File: config.mk
export PLATFORM = sky130hd
export DESIGN_NAME = init_seq
export DESIGN_NICKNAME = d
export VERILOG_FILES = /design/src/rtl/init_seq_pkg.sv /design/src/rtl/init_seq_pin_sync.sv /design/src/rtl/init_seq_ctrl.sv /design/src/rtl/init_seq_out_gate.sv /design/src/rtl/init_seq.sv
export SDC_FILE = /design/constraint.sdc
export NUM_CORES = 1
export LEC_CHECK = 0
export ABC_AREA = 1
export BUFFER_PORTS_ARGS = -buffer_cell sky130_fd_sc_hd__buf_2
export CAP_MARGIN = 5
export CORE_AREA = 2 2 44 46
export CTS_BUF_LIST = sky130_fd_sc_hd__clkbuf_8
export DETAILED_ROUTE_END_ITERATION = 16
export DIE_AREA = 0 0 46 48
export GPL_ROUTABILITY_DRIVEN = 1
export PLACE_DENSITY = 0.66
export SLEW_MARGIN = 0
export SYNTH_ARGS = -nofsm -noshare
export SYNTH_HDL_FRONTEND = slang
export SYNTH_SLANG_ARGS = --single-unit
File: constraint.sdc
create_clock -name sys_clk -period 1.61 [get_ports sys_clk]
set_input_delay 0.161 -clock sys_clk [delete_from_list [all_inputs] [get_ports sys_clk]]
set_output_delay 0.161 -clock sys_clk [all_outputs]
set_load 0.005 [all_outputs]
File: src/rtl/init_seq_pkg.sv
package init_seq_pkg;

  typedef enum logic {
    ST_INIT = 1'b0,
    ST_RUN  = 1'b1
  } seq_state_t;

  // Lane order inside the gated output vector.
  localparam int LANE_DL  = 0;
  localparam int LANE_DR  = 1;
  localparam int LANE_BCK = 2;
  localparam int LANE_WCK = 3;
  localparam int N_LANES  = 4;

  // Idle level per lane during initialization: only the word clock is high.
  localparam logic [N_LANES-1:0] IDLE_LEVELS = 4'b1000;

endpackage

File: src/rtl/init_seq_pin_sync.sv
module init_seq_pin_sync #(
  parameter int STAGES = 2
) (
  input  logic clk,
  input  logic rst,
  input  logic pin_n,
  output logic held_o
);

  logic [STAGES-1:0] chain_q;

  // Reset loads zeros: the pin is treated as asserted until a real high
  // value has travelled through the whole chain.
  always_ff @(posedge clk) begin
    if (rst) chain_q <= '0;
    else     chain_q <= (chain_q << 1) | STAGES'(pin_n);
  end

  assign held_o = ~chain_q[STAGES-1];

endmodule

File: src/rtl/init_seq_ctrl.sv
module init_seq_ctrl
  import init_seq_pkg::*;
#(
  parameter int INIT_CYCLES = 1024,
  parameter int CNT_W       = $clog2(INIT_CYCLES + 1)
) (
  input  logic clk,
  input  logic rst,
  input  logic hold_i,
  output logic busy_o,
  output logic busy_nxt_o
);

  localparam logic [CNT_W-1:0] LAST = CNT_W'(INIT_CYCLES - 1);

  seq_state_t        state_q, state_d;
  logic [CNT_W-1:0]  cnt_q, cnt_d;

  always_comb begin
    state_d = state_q;
    cnt_d   = cnt_q;
    if (hold_i) begin
      state_d = ST_INIT;
      cnt_d   = '0;
    end else if (state_q == ST_INIT) begin
      if (cnt_q == LAST) begin
        state_d = ST_RUN;
        cnt_d   = '0;
      end else begin
        cnt_d = cnt_q + 1'b1;
      end
    end
  end

  always_ff @(posedge clk) begin
    if (rst) begin
      state_q <= ST_INIT;
      cnt_q   <= '0;
    end else begin
      state_q <= state_d;
      cnt_q   <= cnt_d;
    end
  end

  assign busy_o     = (state_q == ST_INIT);
  assign busy_nxt_o = (state_d == ST_INIT);


  restart_zero_chk: assert property (@(posedge clk) disable iff (rst)
    hold_i |=> (busy_o && cnt_q == '0));


  count_step_chk: assert property (@(posedge clk) disable iff (rst)
    (busy_o && !hold_i && cnt_q != LAST) |=>
      (busy_o && cnt_q == CNT_W'($past(cnt_q) + 1'b1)));


  terminal_exit_chk: assert property (@(posedge clk) disable iff (rst)
    (busy_o && !hold_i && cnt_q == LAST) |=> !busy_o);


  run_stays_chk: assert property (@(posedge clk) disable iff (rst)
    (!busy_o && !hold_i) |=> !busy_o);

endmodule

File: src/rtl/init_seq_out_gate.sv
module init_seq_out_gate #(
  parameter int             N    = 4,
  parameter logic [N-1:0]   IDLE = '0
) (
  input  logic         clk,
  input  logic         rst,
  input  logic         force_i,
  input  logic         busy_i,
  input  logic [N-1:0] func_i,
  output logic [N-1:0] out_o
);

  logic [N-1:0] out_q;

  for (genvar g = 0; g < N; g++) begin : g_lane
    always_ff @(posedge clk) begin
      if (rst || force_i) out_q[g] <= IDLE[g];
      else                out_q[g] <= func_i[g];
    end
  end

  assign out_o = out_q;


  idle_levels_chk: assert property (@(posedge clk) disable iff (rst)
    busy_i |-> (out_o == IDLE));


  pass_through_chk: assert property (@(posedge clk) disable iff (rst)
    !force_i |=> (out_o == $past(func_i)));


  handover_chk: assert property (@(posedge clk) disable iff (rst)
    $fell(busy_i) |-> (out_o == $past(func_i)));

endmodule

File: src/rtl/init_seq.sv
module init_seq
  import init_seq_pkg::*;
#(
  parameter int INIT_CYCLES = 1024,
  parameter int SYNC_STAGES = 2
) (
  input  logic sys_clk,
  input  logic por,
  input  logic ext_rst_n,
  input  logic bck_i,
  input  logic wck_i,
  input  logic dl_i,
  input  logic dr_i,
  output logic init_busy,
  output logic bck_o,
  output logic wck_o,
  output logic dl_o,
  output logic dr_o
);

  localparam int CNT_W = $clog2(INIT_CYCLES + 1);

  logic               pin_held;
  logic               hold;
  logic               busy_nxt;
  logic [N_LANES-1:0] func_vec;
  logic [N_LANES-1:0] out_vec;

  init_seq_pin_sync #(.STAGES(SYNC_STAGES)) u_sync (
    .clk    (sys_clk),
    .rst    (por),
    .pin_n  (ext_rst_n),
    .held_o (pin_held)
  );

  assign hold = por | pin_held;

  init_seq_ctrl #(.INIT_CYCLES(INIT_CYCLES), .CNT_W(CNT_W)) u_ctrl (
    .clk        (sys_clk),
    .rst        (por),
    .hold_i     (hold),
    .busy_o     (init_busy),
    .busy_nxt_o (busy_nxt)
  );

  always_comb begin
    func_vec           = '0;
    func_vec[LANE_DL]  = dl_i;
    func_vec[LANE_DR]  = dr_i;
    func_vec[LANE_BCK] = bck_i;
    func_vec[LANE_WCK] = wck_i;
  end

  init_seq_out_gate #(.N(N_LANES), .IDLE(IDLE_LEVELS)) u_gate (
    .clk     (sys_clk),
    .rst     (por),
    .force_i (busy_nxt),
    .busy_i  (init_busy),
    .func_i  (func_vec),
    .out_o   (out_vec)
  );

  assign dl_o  = out_vec[LANE_DL];
  assign dr_o  = out_vec[LANE_DR];
  assign bck_o = out_vec[LANE_BCK];
  assign wck_o = out_vec[LANE_WCK];


  por_busy_chk: assert property (@(posedge sys_clk) por |=> init_busy);

endmodule

Word-level counts from Yosys, hierarchy flattened
Cells that the tools add are included.
{"block": "classes", "n_addsub": 1, "eq_ne": 1, "mux": 4, "bitwise": 5, "n_reduce_logical": 2}
{"operator": "11-bit by 1-bit adder with 11-bit output, second input constant", "n": 1}
{"operator": "11-bit by 10-bit equality test with 1-bit output, second input constant", "n": 1}
{"operator": "11-bit two-way mux", "n": 1}
{"operator": "1-bit two-way mux", "n": 3}
{"operator": "1-bit inverter", "n": 3}
{"operator": "2-bit by 1-bit OR with 2-bit output", "n": 1}
{"operator": "2-bit OR reduction", "n": 1}
{"operator": "1-bit logical OR", "n": 1}
{"operator": "1-bit OR", "n": 1}
{"block": "totals", "word_cells": 20, "output_inout_bits": 5, "inputBits": 7, "ff_bits": 18}

Longest topological paths before layout
Gate-level depths: netlist (run 1).
{"block": "depth", "depth_word": 6, "depth_mapped": 8, "mapped_depth_nobuf": 8}

Hierarchy
Synthesis (run 1) repeated with hierarchy kept, for this count alone.
{"block": "unflattened", "cells_unflattened": 108, "hier_area_um2": 797.0}
{"module": "init_seq_ctrl", "n_inst": 1, "area_each_um2": 603.1, "cells_per_inst": 84, "seq_area_each_um2": 240.2}
{"module": "init_seq_out_gate", "n_inst": 1, "area_each_um2": 123.9, "cells_per_inst": 14, "seq_area_each_um2": 80.1}
{"module": "init_seq_pin_sync", "n_inst": 1, "area_each_um2": 58.8, "cells_per_inst": 7, "seq_area_each_um2": 40.0}
{"module": "init_seq", "n_inst": 1, "area_each_um2": 11.3, "cells_per_inst": 3, "seq_area_each_um2": 0.0}

Least setup slack after synthesis (run 1)
Ideal clock, no wire load.
{"block": "synth_timing", "path_kind": "register to register", "from": "register u_ctrl.cnt_q[0]", "to": "register u_ctrl.cnt_q[7]", "setup_time_ns": 0.119, "t_arrival_ns": 1.096, "stages_incl_launch_ff": 7, "t_required_ns": 1.491, "period_less_slack_ns": 1.215, "path_buffers": 0, "setup_slack_ns": 0.395, "path_cell_list": "dfxtp_1 > ha_1 > nand2_1 > nor2_4 > nand3_4 > o21ai_2 > nor2_1"}
{"block": "synth_via", "elab_chain_len": 2, "elab_cells_between_ends": 3, "cone_classes": "add/sub: 1; eq/ne: 1; mux: 1"}
{"element": "start: declaration", "line": "init_seq_ctrl.sv:17", "rtl": "logic [CNT_W-1:0] cnt_q, cnt_d;"}
{"element": "start signal: assignment", "line": "init_seq_ctrl.sv:41", "rtl": "cnt_q <= cnt_d;"}
{"element": "11-bit by 1-bit adder with 11-bit output or 11-bit by 10-bit equality test with 1-bit output (tied branches)", "line": "init_seq_ctrl.sv:30, init_seq_ctrl.sv:26"}
{"element": "11-bit two-way mux (*)", "line": "init_seq_ctrl.sv:26", "rtl": "if (cnt_q == LAST) begin"}
Mark *: on every way between the ends. The rest lies on a longest branch, timed or not.
A chain may end at the register's enable or synchronous reset.

Worst setup path after layout (run 1)
Same ends and word-level chain as after synthesis.

==> results of run 1 <==
==> final timing paths <==
| kind | to | slack [ns] | cells after the start |
|---|---|---|---|
| hold / removal | u_gate.out_o[3] | 0.09 | 3 |
| hold reg to reg | u_sync.chain_q[1] | 0.42 | 2 |
| setup reg to reg | u_ctrl.cnt_q[7] | 0.29 | 6 |
| setup / recovery | u_ctrl.cnt_q[7] | 0.29 | 6 |
==> flip-flops by register name (all words and copies together) (netlist names) <==
signal and flops:
u_sync.chain_q 2, u_ctrl.cnt_q 11, u_ctrl.state_q 1, u_gate.out_o 4
==> per-layer routing <==
layer  global-route usage [%]  share of wire, %  up-vias
li1                         -                 -      355
met1                     19.3                46      299
met2                     26.7                49       11
met3                     3.02               3.8        2
met4                     8.00              0.86        0
met5                        0                 0        -
==> kinds of logic after synthesis <==
family	after synthesis
simple gates	59
buf+inv	18
flops	18
compound gates	6
xor+xnor	3
fa+ha+maj	1
==> worst max-delay path, delay by kind of cell (launching register included) <==
| kind | cells | cell delay, ns |
|---|---|---|
| adders and majority gates | 1 | 0.21 |
| DFF | 1 | 0.40 |
| and+or+nand+nor | 4 | 0.41 |
| AOI/OAI and AO/OA | 1 | 0.19 |
==> power by group through the flow <==
stage	Clock, W	Combinational [W]	Sequential (W)
final	0.000358	0.0000191	0.000450
after global routing	0.000387	0.0000215	0.000449
after CTS	0.000365	0.0000193	0.000450
after detailed placement	0	0.0000192	0.000460
after global placement	0	0.0000186	0.000460
after floorplan	0	0.00000979	0.000460
==> cells in the mapped netlist, drive strengths merged <==
library cell / count
a21oi: 3
dfxtp: 18
ha: 1
inv: 18
nand2: 25
nand3: 9
nand4: 2
nor2: 21
nor3: 2
o21ai: 1
o21bai: 2
xor2: 3
==> final cells by class <==
type / instances / area, sq um
Clock buffer: 4 / 55.1
Fill cell: 164 / 744
Inverter: 18 / 70.1
Tap cell: 17 / 21.3
Timing Repair Buffer: 11 / 55.1
Multi-Input combinational cell: 69 / 383
Sequential cell: 18 / 360
==> stage by stage <==
stage               utilization, %  hold slack [ns]
global route                  55.9           0.0924
detailed placement            52.7            0.350
global placement              52.7            0.348
finish                        55.9           0.0906
floorplan                        -            0.232
CTS                           55.9           0.0899
==> results.toml, run 1 <==
[cells_and_area]
finalNonFillerCells = 137
layout_commonest_cell = "nand2_1"
final_area_sq_um = 945
fin_nets = 129
area_growth_pct = 16.2
final_cell_mix = "nand2_1, dfxtp_1, nor2_1, inv_1, buf_2"
antenna_cells = 0
layout-drive-gt1-share_pct = 25.0

[cts]
post_cts_buffers = 0
clk_latency_ns = 0.25
cts_buffer_depth = 2
cts_resized = 0
cts_made_buffers = 3
cts.sinks = 18
h-tree-depth = 1
clock-root-buffer = "clkbuf_8"
postCtsHoldBufs = 0
cts_tree = "yes"
cts.clk_slew.worst_paths_ns = 0.07

[power_and_ir_drop]
p_seq_share_pct = 54.4
clkPwrFrac_pct = 43.3
comb_power_share_pct = 2.3
p_leak_nw = 0.383
power_density_nw_per_um2 = 876
finalPower_w = 0.000827
ir_drop_mv = 0.654
switching_share_pct = 18.5
switching_power_w = 0.000153
p_int_w = 0.000674

[worst_setup_path]
end_kind = "flop"
worstSetupStartpointType = "flop"
worstPathMaxFanout = 4
crit_start = "u_ctrl.cnt_q[0]"
slowest_delay_ns = 0.40
worstSetupPathType = "flop to flop"
crit_slowest_cell = "dfxtp_1"
path_cells = "ha_1, nand2_1, nor2_4, nand3_4, o21ai_2, nor2_1"
crit_arrival_ns = 1.46
crit_required_ns = 1.75
r2r-start = "u_ctrl.cnt_q[0]"

[synth]
netlist_area_sq_um = 813
ys_seq_area_share_pct = 44.3
synthAdderAreaFrac_pct = 1.54
synth_top_family_by_area = "simple AND/OR/NAND/NOR gates"
ys.warnings.count = 0
synth-seq-cells = 18
ys_types = 20
synth_area_leader_cell = "dfxtp_1"
netlist.area_leader.share_pct = 44.3
synth-compound-area-share_pct = 4.77
syn-num-nets = 113
synth_cells = 105
synth_xor_xnor_area_share_pct = 3.23
avgSynthCellArea_sq_um = 7.75
synth-simple-area-share_pct = 37.5
synth.area.top_cells = "dfxtp_1, nand2_1, nor2_1, inv_1, nand3_1"
muxShareOfSynthArea_pct = 0

[die]
rows = 15
fp.dieW_um = 46
core-area_sq_um = 1690
dieArea_sq_um = 2210
ioPinCount = 12
die_h_um = 48
start_util_pct = 48.1

[timing]
rsz0062_at_grt = "false"
slew_violations = 0
fin_tns_setup_ns = 0
slew_headroom_pct = 68.2
fin_crit_sh_pct = 81.8
worstMarginPinSlew_ns = 0.476
setup_violations = 0
period_minus_slack_ns = 1.32
setup_slack_ns = 0.292
max_freq_mhz = 759
hold_violations = 0
fin_worst_skew_ns = 0.00455

[placement]
port_buffers = 11
placed_area_sq_um = 890
dp_hpwl_um = 1170
dp.cells = 133
gp_congestion = 0.831
pre_cts_ws_ns = 0.303

[worst_hold_path]
hold_path.class = "input pin to flop"
min_from = "wck_i"

[run]
maxCapViolCount = 0

[global_route]
antenna_found_initial = 0
grt_max_degree = 11
grt_pass1_vias = 614
grtUsageTotal_pct = 15.8
grt_overflow = 0
grt_pass1_wl_um = 2500

[status]
status = "completed"

[route]
wl_per_cell_um = 10.2
routed_wl_um = 1400
drt_first_pass_iters = 4
routed-via-count = 667
drc = 0
routed_via_density = 4.87
final_antenna_net_count = 0
drt_iter0_drc = 8
Note: power is estimated with default switching activity, not from simulation.
==> inputs of run 2 (changes only) <==
clock period = 1.4 ns   (was 1.61 ns; I/O delays follow)
==> run 2 against run 1 <==
Effect of this change: routed wire length up 3.3%; critical path type unchanged; critical endpoint unchanged; sequential share of layout area down 0.89 points; power up 16%.
==> results.toml, run 2 (same netlist as run 1, synthesis figures left out) <==
[timing]
fin_worst_skew_ns = 0.00109
max_freq_mhz = 792
rsz0062_at_grt = "false"
fin_tns_setup_ns = 0
hold_violations = 0
slew_violations = 0
period_minus_slack_ns = 1.26
worstMarginPinSlew_ns = 0.286
slew_headroom_pct = 80.9
whs_ns = 0.0643
setup_violations = 0
fin_crit_sh_pct = 90.2

[cells_and_area]
layout_commonest_cell = "nand2_1"
layout-drive-gt1-share_pct = 26.8
largest_register_ffs = 11
final_cell_mix = "nand2_1, dfxtp_1, nor2_1, inv_1, buf_2"
fin_nets = 132
final_area_sq_um = 967
top_register = "u_ctrl.cnt_q"
antenna_cells = 0
area_growth_pct = 18.9

[cts]
post_cts_buffers = 0
cts_made_buffers = 3
cts.clk_slew.worst_paths_ns = 0.06
clock-root-buffer = "clkbuf_8"
h-tree-depth = 1
cts.sinks = 18
cts_resized = 0
cts_tree = "yes"
cts_buffer_depth = 2
clk_latency_ns = 0.26
postCtsHoldBufs = 0

[route]
routed_wl_um = 1440
topRoutingLayerUsed = "met4"
final_antenna_net_count = 0
drc = 0
wl_met2_um = 692
routed_via_density = 4.83
wl_per_cell_um = 10.3
met3RoutedLength_um = 53
routed-via-count = 676
drt_iter0_drc = 11
drt_first_pass_iters = 4
met1Wirelength_um = 655

[worst_setup_path]
cp_num_buf_inv = 0
rr_worst_depth = 6
crit_arrival_ns = 1.41
worstSetupStartpointType = "flop"
worstPathMaxFanout = 4
worstSetupPathType = "flop to flop"
slowest_delay_ns = 0.36
crit_slowest_cell = "dfxtp_1"
crit_cells = 6
crit_required_ns = 1.55
end_kind = "flop"
crit_end = "u_ctrl.cnt_q[7]"
crit_start = "u_ctrl.cnt_q[1]"
cp_top_family = "simple AND/OR/NAND/NOR gates"
r2r-start = "u_ctrl.cnt_q[1]"
regToRegSetupSlack_ns = 0.14
path_cells = "ha_1, nand2_1, nor2_4, nand3_4, o21ai_2, nor2_1"
r2r_end = "u_ctrl.cnt_q[7]"

[status]
status = "completed"

[placement]
gp_congestion = 0.797
placed_area_sq_um = 912
dp_hpwl_um = 1130
port_buffers = 11

[die]
start_util_pct = 48.1
fp.dieW_um = 46
die_h_um = 48
core-area_sq_um = 1690
ioPinCount = 12
dieArea_sq_um = 2210
rows = 15

[power_and_ir_drop]
power_density_nw_per_um2 = 995
ir_drop_mv = 0.650
finalPower_w = 0.000962
p_leak_nw = 0.399

[global_route]
grt_pass1_vias = 624
grtUsageTotal_pct = 15.7
grt_pass1_wl_um = 2350
antenna_found_initial = 0
grt_max_degree = 11
grt_overflow = 0

[worst_hold_path]
hold_path.class = "input pin to flop"

[run]
maxCapViolCount = 0
[run 2: cell types whose count changed in the layout (fill, tap and decap cells not counted)]
| cell | change |
|---|---|
| buf_4 | +3 |
[run 2: worst reg2reg max path, delay by kind of cell, from the launching register on]
family                     cells  cell delay (ns)
AOI/OAI and AO/OA              1             0.19
adders and majority gates      1             0.20
DFF                            1             0.36
and+or+nand+nor                4             0.41
[run 2: per-stage QoR]
stage                     std cells  util, %  worst slack (ns)
after floorplan                 105        -             0.185
after global placement          136     54.0             0.198
after detailed placement        136     54.0             0.158
after CTS                       140     57.3             0.141
after global routing            140     57.3            0.0445
final                           140     57.3             0.138
[run 2: per-layer routing]
layer | track usage, % | up-vias
li1 | - | 354
met1 | 16.7 | 302
met2 | 27.2 | 14
met3 | 3.40 | 6
met4 | 12.0 | 0
met5 | 0 | -
[run 2: layout make-up]
class	instances	area [sq um]
flip-flops and latches	18	360
fillers	165	722
inverters	18	70.1
multi-input cells	69	383
well taps	17	21.3
repair buffers	14	77.6
clock buffers	4	55.1
[run 2: where the power goes]
group / internal [W] / switching [W]
Clock: 0.000250 / 0.000170
Combinational: 0.0000119 / 0.0000126
Sequential: 0.000516 / 0.00000113
[run 2: worst min-delay path by stage]
stage | cells past startpoint | end | start | slack [ns]
after floorplan | 1 | u_sync.chain_q[0] | por | 0.21
after global placement | 3 | u_gate.out_o[3] | wck_i | 0.33
after detailed placement | 3 | u_gate.out_o[3] | wck_i | 0.33
after CTS | 3 | u_gate.out_o[3] | wck_i | 0.06
after global routing | 2 | u_sync.chain_q[1] | por | 0.07
final | 3 | u_gate.out_o[3] | wck_i | 0.06
